## config.mk

```make
export PLATFORM = sky130hd
export DESIGN_NAME = tbl_scan_engine
export DESIGN_NICKNAME = d
export VERILOG_FILES = /design/src/rtl/tbl_scan_pkg.sv /design/src/rtl/tbl_scan_dp.sv /design/src/rtl/tbl_scan_ctrl.sv /design/src/rtl/tbl_scan_engine.sv
export SDC_FILE = /design/constraint.sdc
export NUM_CORES = 1
export LEC_CHECK = 0
export ABC_CLOCK_PERIOD_IN_PS = 2850
export BUFFER_PORTS_ARGS = -buffer_cell sky130_fd_sc_hd__buf_2
export CAP_MARGIN = 20
export CORE_MARGIN = 5
export CORE_UTILIZATION = 50
export CTS_CLUSTER_SIZE = 10
export DETAILED_ROUTE_END_ITERATION = 8
export GPL_ROUTABILITY_DRIVEN = 0
export PLACE_DENSITY = 0.8
export SYNTH_ARGS = -nofsm -noshare
export SYNTH_HDL_FRONTEND = slang
export SYNTH_SLANG_ARGS = --single-unit
```

## constraint.sdc

```tcl
create_clock -name clk -period 2.85 [get_ports clk]
set_input_delay 0.285 -clock clk [delete_from_list [all_inputs] [get_ports clk]]
set_output_delay 0.285 -clock clk [all_outputs]
set_load 0.02 [all_outputs]
```

## src/rtl/tbl_scan_pkg.sv

```systemverilog
package tbl_scan_pkg;
  localparam int EntryW = 72;
  localparam int MacW = 48;
  localparam int VidW = 12;
  localparam int PortMaskW = 3;

  typedef enum logic [2:0] {
    CMD_LOOKUP   = 3'd0,
    CMD_FREE     = 3'd1,
    CMD_AGEABLE  = 3'd2,
    CMD_ADD      = 3'd3,
    CMD_FLUSH    = 3'd4,
    CMD_MFLUSH   = 3'd5,
    CMD_ALLMULTI = 3'd6,
    CMD_NONE     = 3'd7
  } cmd_e;

  typedef enum logic [2:0] {
    S_IDLE, S_READ, S_EVAL, S_COMMIT, S_FIN
  } state_e;

  // control -> datapath strobes
  typedef struct packed {
    logic latch;     // capture command and arguments
    logic useFresh;  // drive the built unicast entry on the write bus
  } strobe_t;

  localparam logic [1:0] TypeFree     = 2'd0;
  localparam logic [1:0] TypeAddr     = 2'd1;
  localparam logic [1:0] TypeVlan     = 2'd2;
  localparam logic [1:0] TypeVlanAddr = 2'd3;
  localparam logic [1:0] UcPersist    = 2'd0;
  localparam logic [1:0] UcVendor     = 2'd2;
endpackage

```

## src/rtl/tbl_scan_dp.sv

```systemverilog
module tbl_scan_dp
  import tbl_scan_pkg::*;
(
  input  logic                 clk,
  input  logic                 rstN,
  input  strobe_t              strb,
  input  logic [2:0]           cmdIn,
  input  logic [MacW-1:0]      keyMac,
  input  logic [VidW-1:0]      keyVid,
  input  logic                 useVlan,
  input  logic [1:0]           ucPort,
  input  logic                 ucSecure,
  input  logic                 ucBlocked,
  input  logic [PortMaskW-1:0] portMask,
  input  logic [VidW-1:0]      vidFilter,
  input  logic                 allMultiOn,
  input  logic [EntryW-1:0]    rdData,
  output cmd_e                 cmdQ,
  output logic                 amSame,
  output logic                 isMatch,
  output logic                 isFree,
  output logic                 isAgeable,
  output logic                 wrNeeded,
  output logic [EntryW-1:0]    wrData
);
  localparam logic [VidW-1:0] VidAll = '1;
  localparam logic [MacW-1:0] MacBcast = '1;

  logic [MacW-1:0]      macQ;
  logic [VidW-1:0]      vidQ;
  logic [VidW-1:0]      vfQ;
  logic                 useVlanQ;
  logic [1:0]           portQ;
  logic                 secQ;
  logic                 blkQ;
  logic [PortMaskW-1:0] maskQ;
  logic                 amValQ;
  logic                 amState;

  always_ff @(posedge clk or negedge rstN) begin
    if (!rstN) begin
      cmdQ     <= CMD_LOOKUP;
      macQ     <= '0;
      vidQ     <= '0;
      vfQ      <= '0;
      useVlanQ <= 1'b0;
      portQ    <= '0;
      secQ     <= 1'b0;
      blkQ     <= 1'b0;
      maskQ    <= '0;
      amValQ   <= 1'b0;
      amState  <= 1'b0;
    end else if (strb.latch) begin
      cmdQ     <= cmd_e'(cmdIn);
      macQ     <= keyMac;
      vidQ     <= (cmd_e'(cmdIn) == CMD_ADD && !useVlan) ? '0 : keyVid;
      vfQ      <= vidFilter;
      useVlanQ <= useVlan;
      portQ    <= ucPort;
      secQ     <= ucSecure;
      blkQ     <= ucBlocked;
      maskQ    <= portMask;
      amValQ   <= allMultiOn;
      if (cmd_e'(cmdIn) == CMD_ALLMULTI) amState <= allMultiOn;
    end
  end

  assign amSame = (cmd_e'(cmdIn) == CMD_ALLMULTI) && (allMultiOn == amState);

  // field views of the entry being evaluated
  logic [1:0]           eType;
  logic [VidW-1:0]      eVid;
  logic [MacW-1:0]      eMac;
  logic                 eMulti;
  logic [1:0]           eUcKind;
  logic [1:0]           ePort;
  logic                 eIsAddr;
  logic [3:0]           maskWide;
  logic [EntryW-1:0]    nextEntry;
  logic [EntryW-1:0]    freshEntry;

  assign eType    = rdData[61:60];
  assign eVid     = rdData[59:48];
  assign eMac     = rdData[47:0];
  assign eMulti   = rdData[40];
  assign eUcKind  = rdData[63:62];
  assign ePort    = rdData[67:66];
  assign eIsAddr  = (eType == TypeAddr) || (eType == TypeVlanAddr);
  assign maskWide = {1'b0, maskQ};

  assign isMatch   = eIsAddr && (eVid == vidQ) && (eMac == macQ);
  assign isFree    = (eType == TypeFree);
  assign isAgeable = eIsAddr && !eMulti && (eUcKind != UcPersist) && (eUcKind != UcVendor);

  function automatic logic [EntryW-1:0] shrinkMulti(logic [EntryW-1:0] e, logic [PortMaskW-1:0] m);
    logic [EntryW-1:0]    r;
    logic [PortMaskW-1:0] left;
    r    = e;
    left = e[68:66] & ~m;
    if ((e[68:66] & m) != '0) begin
      if (left == '0) r[61:60] = TypeFree;
      else            r[68:66] = left;
    end
    return r;
  endfunction

  always_comb begin
    nextEntry = rdData;
    case (cmdQ)
      CMD_FLUSH: begin
        if (eIsAddr) begin
          if (eMulti)                nextEntry = shrinkMulti(rdData, maskQ);
          else if (maskWide[ePort])  nextEntry[61:60] = TypeFree;
        end
      end
      CMD_MFLUSH: begin
        if (eIsAddr && eMulti && (eMac != MacBcast) && (vfQ == VidAll || eVid == vfQ))
          nextEntry = shrinkMulti(rdData, maskQ);
      end
      CMD_ALLMULTI: begin
        if (eType == TypeVlan) nextEntry[8] = amValQ;
      end
      default: nextEntry = rdData;
    endcase
  end

  always_comb begin
    freshEntry         = '0;
    freshEntry[61:60]  = useVlanQ ? TypeVlanAddr : TypeAddr;
    freshEntry[59:48]  = vidQ;
    freshEntry[47:0]   = macQ;
    freshEntry[63:62]  = UcPersist;
    freshEntry[64]     = secQ;
    freshEntry[65]     = blkQ;
    freshEntry[67:66]  = portQ;
  end

  assign wrNeeded = (nextEntry != rdData);
  assign wrData   = strb.useFresh ? freshEntry : nextEntry;

  // the all-multicast edit changes only the unregistered-multicast low bit
  a_r11_only_unreg_bit: assert property (@(posedge clk) disable iff (!rstN)
    (wrNeeded && cmdQ == CMD_ALLMULTI) |-> ((nextEntry ^ rdData) == (EntryW'(1) << 8)));

  // a port flush either frees the entry or leaves a nonzero mask of the same type
  a_r9_free_or_shrink: assert property (@(posedge clk) disable iff (!rstN)
    (wrNeeded && cmdQ == CMD_FLUSH) |->
      (nextEntry[61:60] == TypeFree) || (nextEntry[68:66] != '0 && nextEntry[61:60] == eType));

  // arguments latched for a running command stay put when start repeats
  a_r2_args_held: assert property (@(posedge clk) disable iff (!rstN)
    (strb.latch == 1'b0) |=> $stable(cmdQ) && $stable(maskQ));
endmodule

```

## src/rtl/tbl_scan_ctrl.sv

```systemverilog
module tbl_scan_ctrl
  import tbl_scan_pkg::*;
#(
  parameter int Depth = 64,
  parameter int IdxW  = 6
) (
  input  logic            clk,
  input  logic            rstN,
  input  logic            start,
  input  cmd_e            cmdQ,
  input  logic            amSame,
  input  logic            isMatch,
  input  logic            isFree,
  input  logic            isAgeable,
  input  logic            wrNeeded,
  output strobe_t         strb,
  output logic            busy,
  output logic            done,
  output logic            found,
  output logic [IdxW-1:0] resultIdx,
  output logic            tblRdEn,
  output logic            tblWrEn,
  output logic [IdxW-1:0] tblAddr
);
  localparam logic [IdxW-1:0] LastIdx = IdxW'(Depth - 1);

  state_e          state;
  logic [IdxW-1:0] idx;
  logic [IdxW-1:0] slotQ;
  logic [IdxW-1:0] freeIdx;
  logic [IdxW-1:0] ageIdx;
  logic            haveFree;
  logic            haveAge;
  logic            anyWr;
  logic            probeHit;
  logic            atLast;

  assign atLast = (idx == LastIdx);

  always_comb begin
    case (cmdQ)
      CMD_LOOKUP:  probeHit = isMatch;
      CMD_FREE:    probeHit = isFree;
      CMD_AGEABLE: probeHit = isAgeable;
      default:     probeHit = 1'b0;
    endcase
  end

  always_comb begin
    strb.latch    = (state == S_IDLE) && start;
    strb.useFresh = (state == S_COMMIT);
    tblRdEn       = (state == S_READ);
    tblWrEn       = (state == S_COMMIT) || ((state == S_EVAL) && wrNeeded);
    tblAddr       = (state == S_COMMIT) ? slotQ : idx;
  end

  assign busy = (state != S_IDLE);
  assign done = (state == S_FIN);

  always_ff @(posedge clk or negedge rstN) begin
    if (!rstN) begin
      state     <= S_IDLE;
      idx       <= '0;
      slotQ     <= '0;
      freeIdx   <= '0;
      ageIdx    <= '0;
      haveFree  <= 1'b0;
      haveAge   <= 1'b0;
      anyWr     <= 1'b0;
      found     <= 1'b0;
      resultIdx <= '0;
    end else begin
      case (state)
        S_IDLE: begin
          if (start) begin
            if (amSame) begin
              found     <= 1'b0;
              resultIdx <= '0;
              state     <= S_FIN;
            end else begin
              idx      <= '0;
              haveFree <= 1'b0;
              haveAge  <= 1'b0;
              anyWr    <= 1'b0;
              state    <= S_READ;
            end
          end
        end
        S_READ: state <= S_EVAL;
        S_EVAL: begin
          case (cmdQ)
            CMD_LOOKUP, CMD_FREE, CMD_AGEABLE: begin
              if (probeHit) begin
                found     <= 1'b1;
                resultIdx <= idx;
                state     <= S_FIN;
              end else if (atLast) begin
                found     <= 1'b0;
                resultIdx <= '0;
                state     <= S_FIN;
              end else begin
                idx   <= idx + 1'b1;
                state <= S_READ;
              end
            end
            CMD_ADD: begin
              if (isMatch) begin
                slotQ <= idx;
                state <= S_COMMIT;
              end else begin
                if (isFree && !haveFree) begin
                  haveFree <= 1'b1;
                  freeIdx  <= idx;
                end
                if (isAgeable && !haveAge) begin
                  haveAge <= 1'b1;
                  ageIdx  <= idx;
                end
                if (atLast) begin
                  if (haveFree || isFree) begin
                    slotQ <= haveFree ? freeIdx : idx;
                    state <= S_COMMIT;
                  end else if (haveAge || isAgeable) begin
                    slotQ <= haveAge ? ageIdx : idx;
                    state <= S_COMMIT;
                  end else begin
                    found     <= 1'b0;
                    resultIdx <= '0;
                    state     <= S_FIN;
                  end
                end else begin
                  idx   <= idx + 1'b1;
                  state <= S_READ;
                end
              end
            end
            default: begin
              anyWr <= anyWr | wrNeeded;
              if (atLast) begin
                found     <= anyWr | wrNeeded;
                resultIdx <= '0;
                state     <= S_FIN;
              end else begin
                idx   <= idx + 1'b1;
                state <= S_READ;
              end
            end
          endcase
        end
        S_COMMIT: begin
          found     <= 1'b1;
          resultIdx <= slotQ;
          state     <= S_FIN;
        end
        S_FIN:   state <= S_IDLE;
        default: state <= S_IDLE;
      endcase
    end
  end

  // completion is a single-cycle pulse
  a_r2_done_pulse: assert property (@(posedge clk) disable iff (!rstN)
    done |=> !done);

  // a command only begins from a sampled start
  a_r2_busy_needs_start: assert property (@(posedge clk) disable iff (!rstN)
    $rose(busy) |-> $past(start));

  // read and write ports never active together
  a_r3_rd_wr_exclusive: assert property (@(posedge clk) disable iff (!rstN)
    !(tblRdEn && tblWrEn));

  // evaluation cycle follows a read of the same index
  a_r3_eval_after_read: assert property (@(posedge clk) disable iff (!rstN)
    (state == S_EVAL) |-> ($past(tblRdEn) && tblAddr == $past(tblAddr)));
endmodule

```

## src/rtl/tbl_scan_engine.sv

```systemverilog
module tbl_scan_engine
  import tbl_scan_pkg::*;
#(
  parameter  int Depth = 64,
  localparam int IdxW  = (Depth > 1) ? $clog2(Depth) : 1
) (
  input  logic              clk,
  input  logic              rstN,
  input  logic              start,
  input  logic [2:0]        cmd,
  input  logic [47:0]       keyMac,
  input  logic [11:0]       keyVid,
  input  logic              useVlan,
  input  logic [1:0]        ucPort,
  input  logic              ucSecure,
  input  logic              ucBlocked,
  input  logic [2:0]        portMask,
  input  logic [11:0]       vidFilter,
  input  logic              allMultiOn,
  output logic              busy,
  output logic              done,
  output logic              found,
  output logic [IdxW-1:0]   resultIdx,
  output logic              tblRdEn,
  output logic              tblWrEn,
  output logic [IdxW-1:0]   tblAddr,
  input  logic [71:0]       tblRdData,
  output logic [71:0]       tblWrData
);
  strobe_t strb;
  cmd_e    cmdQ;
  logic    amSame;
  logic    isMatch;
  logic    isFree;
  logic    isAgeable;
  logic    wrNeeded;

  tbl_scan_dp u_dp (
    .clk(clk), .rstN(rstN), .strb(strb), .cmdIn(cmd),
    .keyMac(keyMac), .keyVid(keyVid), .useVlan(useVlan),
    .ucPort(ucPort), .ucSecure(ucSecure), .ucBlocked(ucBlocked),
    .portMask(portMask), .vidFilter(vidFilter), .allMultiOn(allMultiOn),
    .rdData(tblRdData), .cmdQ(cmdQ), .amSame(amSame),
    .isMatch(isMatch), .isFree(isFree), .isAgeable(isAgeable),
    .wrNeeded(wrNeeded), .wrData(tblWrData)
  );

  tbl_scan_ctrl #(.Depth(Depth), .IdxW(IdxW)) u_ctrl (
    .clk(clk), .rstN(rstN), .start(start), .cmdQ(cmdQ), .amSame(amSame),
    .isMatch(isMatch), .isFree(isFree), .isAgeable(isAgeable),
    .wrNeeded(wrNeeded), .strb(strb), .busy(busy), .done(done),
    .found(found), .resultIdx(resultIdx), .tblRdEn(tblRdEn),
    .tblWrEn(tblWrEn), .tblAddr(tblAddr)
  );
endmodule

```

==> results of run 1 <==
[cell usage after synthesis, types with 5 or more instances]
master	number
xor2_1	61
xnor2_1	13
and2_1	7
nand4_1	26
o221ai_1	5
nor3_1	9
dfrtp_1	122
inv_1	22
nand2_1	456
mux2_2	12
nor4_1	16
mux2i_1	5
clkbuf_1	43
nand3_1	16
a21oi_1	10
a22oi_1	7
o21ai_0	33
nor2_1	26
[state kept, by name, indices dropped and copies added (netlist names), 2 cells and up]
name and count:
u_ctrl.ageIdx 6, u_ctrl.freeIdx 6, u_ctrl.idx 6, u_ctrl.resultIdx 6
u_ctrl.slotQ 6, u_ctrl.state 3, u_dp.cmdQ 3, u_dp.macQ 48
u_dp.maskQ 3, u_dp.portQ 2, u_dp.vfQ 12, u_dp.vidQ 12
[worst max path at each step]
stage / from / to / slack, ns / cells after the start
4_1_cts: u_dp.vfQ[0] / tblWrData[61] / 0.01 / 8
6_report: u_dp.vfQ[1] / tblWrData[61] / 0.10 / 8
2_1_floorplan: u_dp.macQ[6] / u_ctrl.idx[5] / 0.56 / 9
3_5_place_dp: tblRdData[44] / u_ctrl.idx[5] / -0.0003 / 10
5_1_grt: u_dp.vfQ[1] / tblWrData[61] / -0.01 / 8
3_3_place_gp: tblRdData[44] / u_ctrl.idx[5] / 0.001 / 10
[metal layers]
layer	wire length (µm)	vias up	share of wire, %
met4	1040	0	4.1
li1	-	3561	-
met5	0	-	0
met1	9760	3589	38
met2	12600	407	49
met3	2140	81	8.4
[repair_timing]
item,4_1_cts,5_1_grt
pin swaps,2,5
setup endpoints to repair,6,7
endpoints found under the hold margin,47,0
gates resized for setup,8,9
hold buffers,1,0
[cell usage in the layout (no fill, tap or decap), types with 4 or more instances in the layout]
cell,Yosys,final
nor3_1,9,7
clkinv_2,0,4
nand3_1,16,16
mux2_2,12,12
a21oi_1,10,10
xnor2_1,13,11
buf_4,1,16
nor4_1,16,12
nand4_1,26,26
mux2i_1,5,5
inv_1,22,22
nand2b_1,4,4
nor4_2,0,4
buf_2,2,246
buf_12,0,4
nor2b_1,4,4
clkbuf_16,0,17
nand2_1,456,455
dfrtp_1,122,121
nor2_1,26,26
o21a_1,4,4
and2_1,7,6
clkbuf_8,0,6
o21ai_0,33,30
xor2_1,61,61
a22oi_1,7,7
o221ai_1,5,5
[worst min-delay path: cells and delay by family]
kind                   cells  cell delay (ns)
AND/OR/NAND/NOR            2             0.08
buffers and inverters      1             0.07
[power by group through the flow]
stage | clock network, W | logic, W | registers [W]
2_1_floorplan | 0 | 0.00241 | 0.00294
3_3_place_gp | 0 | 0.00353 | 0.00308
3_5_place_dp | 0 | 0.00360 | 0.00311
4_1_cts | 0.00228 | 0.00364 | 0.00310
5_1_grt | 0.00236 | 0.00405 | 0.00321
6_report | 0.00226 | 0.00369 | 0.00313
[logic make-up (layout without fill, tap and decap cells)]
kind of cell             after synthesis  in the layout  share of synthesized area, %
XOR/XNOR                              74             74                          9.06
AO/OA/AOI/OAI                         82             82                          7.40
multiplexers                          17             17                          2.59
AND/OR/NAND/NOR                      583            583                          34.2
other                                  0              2                             0
buffers and inverters                 72            321                          3.87
flip-flops                           122            122                          42.7
adder cells (fa/ha/maj)                1              1                         0.175
[stage by stage]
stage	hold WS [ns]	setup TNS, ns	utilization [%]	instance area, µm²	total power [W]
after global routing	0.0465	-0.0107	67.1	9350	0.00962
after floorplan	-0.0106	0	-	7150	0.00535
after CTS	0.0408	0	66.7	9300	0.00902
after detailed placement	0.365	-0.000327	61.9	8630	0.00670
after global placement	0.365	0	61.9	8630	0.00661
final	0.0537	0	67.1	9350	0.00907
[final cells by class]
class	count	area [µm²]	area share [%]
antenna	2	5.00	0.0535
clock buffer	25	515	5.51
clock inverter	7	110	1.18
inverter	22	82.6	0.883
multi-input combinational	757	3910	41.9
sequential	122	3050	32.7
tap	180	225	2.41
timing repair buffer	267	1440	15.4
==> results.toml, run 1 <==
[global_routing]
antenna_found_initial = 2
gr-usage-met1_pct = 37.0
grt_pass1_vias = 7425
grt_usage_pct = 30.5
grt_max_degree = 87
busiest_layer = "met2"
overflow = 0
met2_usage_pct = 51.3
use_met3_pct = 7.21
grt_pass1_wl_mm = 39.2

[setup_path]
crit_path_end_kind = "output pin"
worst-path-buf-inv = 1
cp_top_family = "simple AND/OR/NAND/NOR gates"
cp.required_ns = 2.57
cp-start-kind = "flop"
r2r_slack_ns = 0.21
cp_data_arrival_time_ns = 2.46
r2r_start = "u_dp.vidQ[10]"
slowest_delay_ns = 0.45
path_class = "reg2out"
crit_fanout = 3
path_cells = "xnor2_2 > nand4_1 > nor3_2 > o21ai_2 > or2_4 > o41ai_4 > o21ai_1 > buf_2"
r2r_cells = 10
r2r_end = "u_ctrl.resultIdx[5]"
slowest_stage = "dfrtp_2"

[drt]
viasPerCell = 5.53
drtIter0Drc = 788
vias = 7638
drc = 0
wire_per_inst_um = 18.5
routed_wl_mm = 25.5
detail_route.first_pass.iterations = 5
antenna_left = 0

[power_and_ir_drop]
p_int_w = 0.00524
p_clk_share_pct = 24.9
switching_share_pct = 42.2
ir_drop_v = 0.000508
power_density_mw_per_mm2 = 971
p_switching_w = 0.00383
seqPwrFrac_pct = 34.5
combPwrFrac_pct = 40.7
p_leak_nw = 5.11

[cts]
clk_pin_slew_ns = 0.05
cts-root-buf = "clkbuf_16"
cts_setup_buffers = 0
cts_buffers = 17
cts.htree.levels = 4
insertion_delay_ns = 0.42
clk_path_buf_depth = 2
cts_tree = "yes"
cts.sinks = 122

[floorplanning]
initial_core_util_pct = 51.3
rows = 43
ios = 248
die-area_mm2 = 0.0168
core_area_mm2 = 0.0139
die_h_um = 130
die_w_um = 130

[min_path]
whs_endpoint = "u_dp.macQ[19]"
min_path_cells = 3
worstHoldPathType = "in2reg"
min_from = "keyMac[19]"

[placed_design]
placed_cells = 1347
dp_hpwl_mm = 18.9
port_buffers = 247
dp_slack_ns = -0.000327

[timing]
finClkSkew_ns = 0.00712
fin_ws_ns = 0.101
rsz0062_at_grt = "yes"
worstMarginPinSlew_ns = 0.688
period_share_pct = 96.5
timing.fmax_ghz = 0.364
hold_viol = 0
drv_slew = 0
setup_viol = 0
finalCriticalPeriod_ns = 2.75
relSlewSlack_pct = 54.1

[layout]
fin_nets = 1347
drive_above_1_share_pct = 27.7
syn2layout_area_growth_pct = 30.7
layout.cells.non_filler = 1382
fillers = 1173

[run_status]
outcome = "completed"

[synthesis]
synth_warnings = 0
netlist_instances = 951
synth-main-ff-cell = "dfrtp_1"
synth_nets = 1111
synth.distinct_cells = 51
syn_area_per_cell_um2 = 7.52
ys_async_sr_fraction_pct = 100
ys_top_cells_by_area = "dfrtp_1, nand2_1, xor2_1"
ys_seq_area_share_pct = 42.7
synth_seq_cells = 122
yosys.area.top_type = "dfrtp_1"
netlist_area_mm2 = 0.00715
yosysTopAreaCellShare_pct = 42.7
synth_edf_count = 0

[flow_run]
maxCapViolations = 0
Note: power is estimated with default switching activity, not from simulation.
==> run 2, diff against run 1 <==
Settings changed: BUFFER_PORTS_ARGS -buffer_cell sky130_fd_sc_hd__buf_2 to -buffer_cell sky130_fd_sc_hd__buf_4.
==> results.toml, run 2 (same netlist as run 1, synthesis figures left out) <==
[power_and_ir_drop]
power.total_w = 0.00941
power_density_mw_per_mm2 = 945
ir_drop_v = 0.000619
p_leak_nw = 5.30

[timing]
finClkSkew_ns = 0.00696
setup_viol = 0
timing.fmax_ghz = 0.360
relSlewSlack_pct = 45.9
hold_viol = 0
period_share_pct = 97.4
finalCriticalPeriod_ns = 2.78
drv_slew = 0
worstMarginPinSlew_ns = 0.812
rsz0062_at_grt = "yes"

[cts]
cts.htree.levels = 4
cts.sinks = 122
cts-root-buf = "clkbuf_16"
cts_tree = "yes"
insertion_delay_ns = 0.43
clk_pin_slew_ns = 0.06
cts_buffers = 17
clk_path_buf_depth = 2

[drt]
drc = 0
vias = 7502
wire_per_inst_um = 19.0
viasPerCell = 5.44
drtIter0Drc = 688
route.met3.wl_mm = 2.38
routed_wl_mm = 26.2
detail_route.first_pass.iterations = 5
antenna_left = 0
wl_met2_mm = 12.8
wl_met1_mm = 9.90
highest_layer = "met4"

[floorplanning]
core_area_mm2 = 0.0139
rows = 43
die-area_mm2 = 0.0168
die_h_um = 130
initial_core_util_pct = 51.3
ios = 248
die_w_um = 130

[setup_path]
startpoint = "u_dp.vfQ[10]"
crit_fanout = 3
cp.required_ns = 2.57
crit_path_end_kind = "output pin"
cp_data_arrival_time_ns = 2.49
cp-start-kind = "flop"
r2r_start = "u_dp.macQ[21]"
path_class = "reg2out"

[layout]
antenna_cells = 0
finalInstanceArea_mm2 = 0.00995
syn2layout_area_growth_pct = 39.1
fin_nets = 1346
final_cell_mix = "nand2_1, buf_4, dfrtp_1"
final_common_cell = "nand2_1"
layout.cells.non_filler = 1379
final_core_util_pct = 71.4
largest_register = "u_dp.macQ"
largest_register_ffs = 48
drive_above_1_share_pct = 27.8
reg.largest.list = "u_dp.macQ (48), u_dp.vfQ (12), u_dp.vidQ (12)"

[global_routing]
overflow = 0
grt_pass1_vias = 7472
grt_max_degree = 86
antenna_found_initial = 0
grt_usage_pct = 31.7
grt_pass1_wl_mm = 40.6

[placed_design]
place_area_mm2 = 0.00922
dp_hpwl_mm = 19.3
placed_cells = 1346
port_buffers = 247

[run_status]
outcome = "completed"

[min_path]
worstHoldPathType = "in2reg"
min_from = "vidFilter[7]"

[flow_run]
maxCapViolations = 0
-- run 2: stage by stage --
step	hold WS (ns)	worst slack, ns	setup TNS [ns]
after floorplan	-0.0106	0.561	0
after global placement	0.419	0.0848	0
after detailed placement	0.421	0.0999	0
after CTS	0.0392	0.00968	0
after global routing	0.0481	-0.00408	-0.00447
final	0.0466	0.0742	0
-- run 2: critical path, stage by stage (launching register included) --
cell,delay (ns)
dfrtp_2,0.46
xnor2_2,0.21
nand4_1,0.12
nor3_2,0.23
o21ai_2,0.11
or2_4,0.27
o41ai_4,0.38
o21ai_1,0.09
buf_4,0.19
-- run 2: final timing paths --
path	slack, ns	to	cells past startpoint
min	0.05	u_dp.vfQ[7]	3
max	0.07	tblWrData[60]	8
min in group asynchronous	0.49	u_dp.vidQ[1]	2
max reg2reg	0.19	u_ctrl.resultIdx[2]	10
max in group asynchronous	1.58	u_dp.vfQ[10]	3
min reg2reg	0.48	u_dp.secQ	2
-- run 2: layout make-up --
type                    count  area [µm²]
well taps                 180         225
inverters                  22        82.6
clock buffers              17         425
repair buffers            266        2040
flip-flops and latches    122        3050
clock inverters            15         214
fillers                  1171        3980
multi-input cells         757        3910
-- run 2: metal layers --
metal / global-route usage, % / vias up
met1: 38.2 / 3517
met4: 13.9 / 0
met5: 0 / -
met3: 9.52 / 71
met2: 52.7 / 364
li1: - / 3550
-- run 2: power by group --
group	total (W)	internal, W	switching (W)
sequential	0.00313	0.00241	0.000722
clock	0.00235	0.00148	0.000870
combinational	0.00393	0.00154	0.00239
-- run 2: repair_timing --
action / CTS / global route
gates resized for setup: 5 / 17
pin swaps: 0 / 8
setup buffers: 0 / 0
hold buffers: 1 / 0
hold endpoints to repair: 57 / 0
endpoints found under the setup margin: 4 / 29
==> run 3, diff against run 2 <==
Settings changed: REMOVE_ABC_BUFFERS set to 1.
==> results.toml, run 3 (same netlist as run 1, synthesis figures left out) <==
[global_routing]
grt_pass1_vias = 7121
grt_usage_pct = 29.1
grt_pass1_wl_mm = 37.6
antenna_found_initial = 0
overflow = 0
grt_max_degree = 86

[setup_path]
crit_fanout = 3
crit_path_end_kind = "output pin"
cp.required_ns = 2.57
path_class = "reg2out"
cp-start-kind = "flop"
cp_data_arrival_time_ns = 2.49

[layout]
syn2layout_area_growth_pct = 37.5
final_core_util_pct = 70.6
fin_nets = 1343
final_common_cell = "nand2_1"
drive_above_1_share_pct = 26.8
multi_input_area_mm2 = 0.00389
antenna_cells = 0
fillers = 1160
reg.largest.list = "u_dp.macQ (48), u_dp.vfQ (12), u_dp.vidQ (12)"
seq_area_mm2 = 0.00305
largest_register = "u_dp.macQ"
largest_register_ffs = 48
final_cell_mix = "nand2_1, buf_4, dfrtp_1"

[timing]
relSlewSlack_pct = 37.0
finClkSkew_ns = 0.00763
holdWs_ns = 0.0520
hold_viol = 0
setup_viol = 0
worstMarginPinSlew_ns = 0.946
drv_slew = 0
timing.fmax_ghz = 0.360
period_share_pct = 97.4
finalCriticalPeriod_ns = 2.78

[floorplanning]
initial_core_util_pct = 51.3
die_h_um = 130
core_area_mm2 = 0.0139
ios = 248
rows = 43
die-area_mm2 = 0.0168
die_w_um = 130

[power_and_ir_drop]
p_clk_share_pct = 23.2
power_density_mw_per_mm2 = 914
p_int_w = 0.00524
p_leak_nw = 5.26
seqPwrFrac_pct = 34.5
ir_drop_v = 0.000556
p_switching_w = 0.00376
switching_share_pct = 41.8
combPwrFrac_pct = 42.3

[cts]
insertion_delay_ns = 0.42
cts-root-buf = "clkbuf_16"
clk_path_buf_depth = 2
cts.htree.levels = 4
cts.sinks = 122
cts_buffers = 17
clk_pin_slew_ns = 0.06
cts_tree = "yes"

[flow_run]
maxCapViolations = 0

[drt]
drtIter0Drc = 608
vias = 7464
routed_wl_mm = 24.6
antenna_left = 0
viasPerCell = 5.43
drc = 0
wire_per_inst_um = 17.9
detail_route.first_pass.iterations = 5

[placed_design]
dp_hpwl_mm = 17.9
port_buffers = 247

[run_status]
outcome = "completed"

[min_path]
worstHoldPathType = "in2reg"
[run 3: changes by cell type in the layout (fill, tap and decap cells not counted), moves of 2 or more]
cell and change:
clkinv_2 +5, o21ai_0 +5, o21ai_1 -5, clkinv_4 -4
inv_6 -4, nor4_1 +4, nor4_2 -4, buf_4 -3
clkbuf_1 +3, bufinv_16 -2, clkbuf_8 +2
[run 3: metal layers]
metal	track usage (%)	part of all wire, %	vias up
met5	0	0	-
met4	13.0	3.3	0
met3	8.41	10	48
met2	47.0	48	347
met1	36.5	39	3525
li1	-	-	3544
[run 3: path summary, 6_finish.rpt]
check / from / to / slack (ns) / cells after the start
setup / recovery: u_dp.vfQ[2] / tblWrData[61] / 0.07 / 8
hold / removal: keyMac[17] / u_dp.macQ[17] / 0.05 / 3
setup reg to reg: u_dp.vidQ[6] / u_ctrl.idx[5] / 0.19 / 10
hold reg to reg: u_dp.useVlanQ / u_dp.useVlanQ / 0.48 / 2
max in group asynchronous: rstN / u_dp.vfQ[9] / 1.72 / 3
min in group asynchronous: rstN / u_dp.macQ[0] / 0.41 / 2
[run 3: cell type report]
cell class | count | area share [%]
repair buffers | 263 | 20.6
well taps | 180 | 2.29
clock buffers | 22 | 4.72
multi-input cells | 757 | 39.5
flip-flops and latches | 122 | 31.0
inverters | 22 | 0.839
clock inverters | 9 | 0.992
[run 3: power groups by stage]
stage | registers, W | logic, W | clock network (W)
after floorplan | 0.00298 | 0.00231 | 0
after global placement | 0.00307 | 0.00369 | 0
after detailed placement | 0.00310 | 0.00375 | 0
after CTS | 0.00308 | 0.00379 | 0.00210
after global routing | 0.00318 | 0.00420 | 0.00218
final | 0.00310 | 0.00381 | 0.00208
[run 3: metrics by stage]
| step | instances | setup slack (ns) | cell area [µm²] | total power [W] | TNS (ns) |
|---|---|---|---|---|---|
| finish | 1375 | 0.0727 | 9840 | 0.00899 | 0 |
| global route | 1375 | -0.0641 | 9840 | 0.00956 | -0.107 |
| CTS | 1373 | 0.00886 | 9780 | 0.00897 | 0 |
| detailed placement | 1341 | 0.151 | 9200 | 0.00685 | 0 |
| global placement | 1341 | 0.188 | 9200 | 0.00676 | 0 |
| floorplan | 901 | -2.92 | 6960 | 0.00529 | -164.98 |
[run 3: what timing repair did]
| action | 4_1_cts | 5_1_grt |
|---|---|---|
| hold endpoints to repair | 41 | 0 |
| pin swaps | 0 | 2 |
| setup endpoints to repair | 2 | 7 |
| hold buffers | 1 | 0 |
| setup buffers | 0 | 2 |
| resized for setup | 4 | 7 |
| cloned | 0 | 0 |
[run 3: worst max-delay path, stage by stage (launching register included)]
cell and delay, ns:
dfrtp_1 0.41, xnor2_1 0.18, nand4_1 0.14, nor3_2 0.25, o21ai_2 0.13, or2_4 0.27, o41ai_4 0.37, o21ai_0 0.14
buf_4 0.17
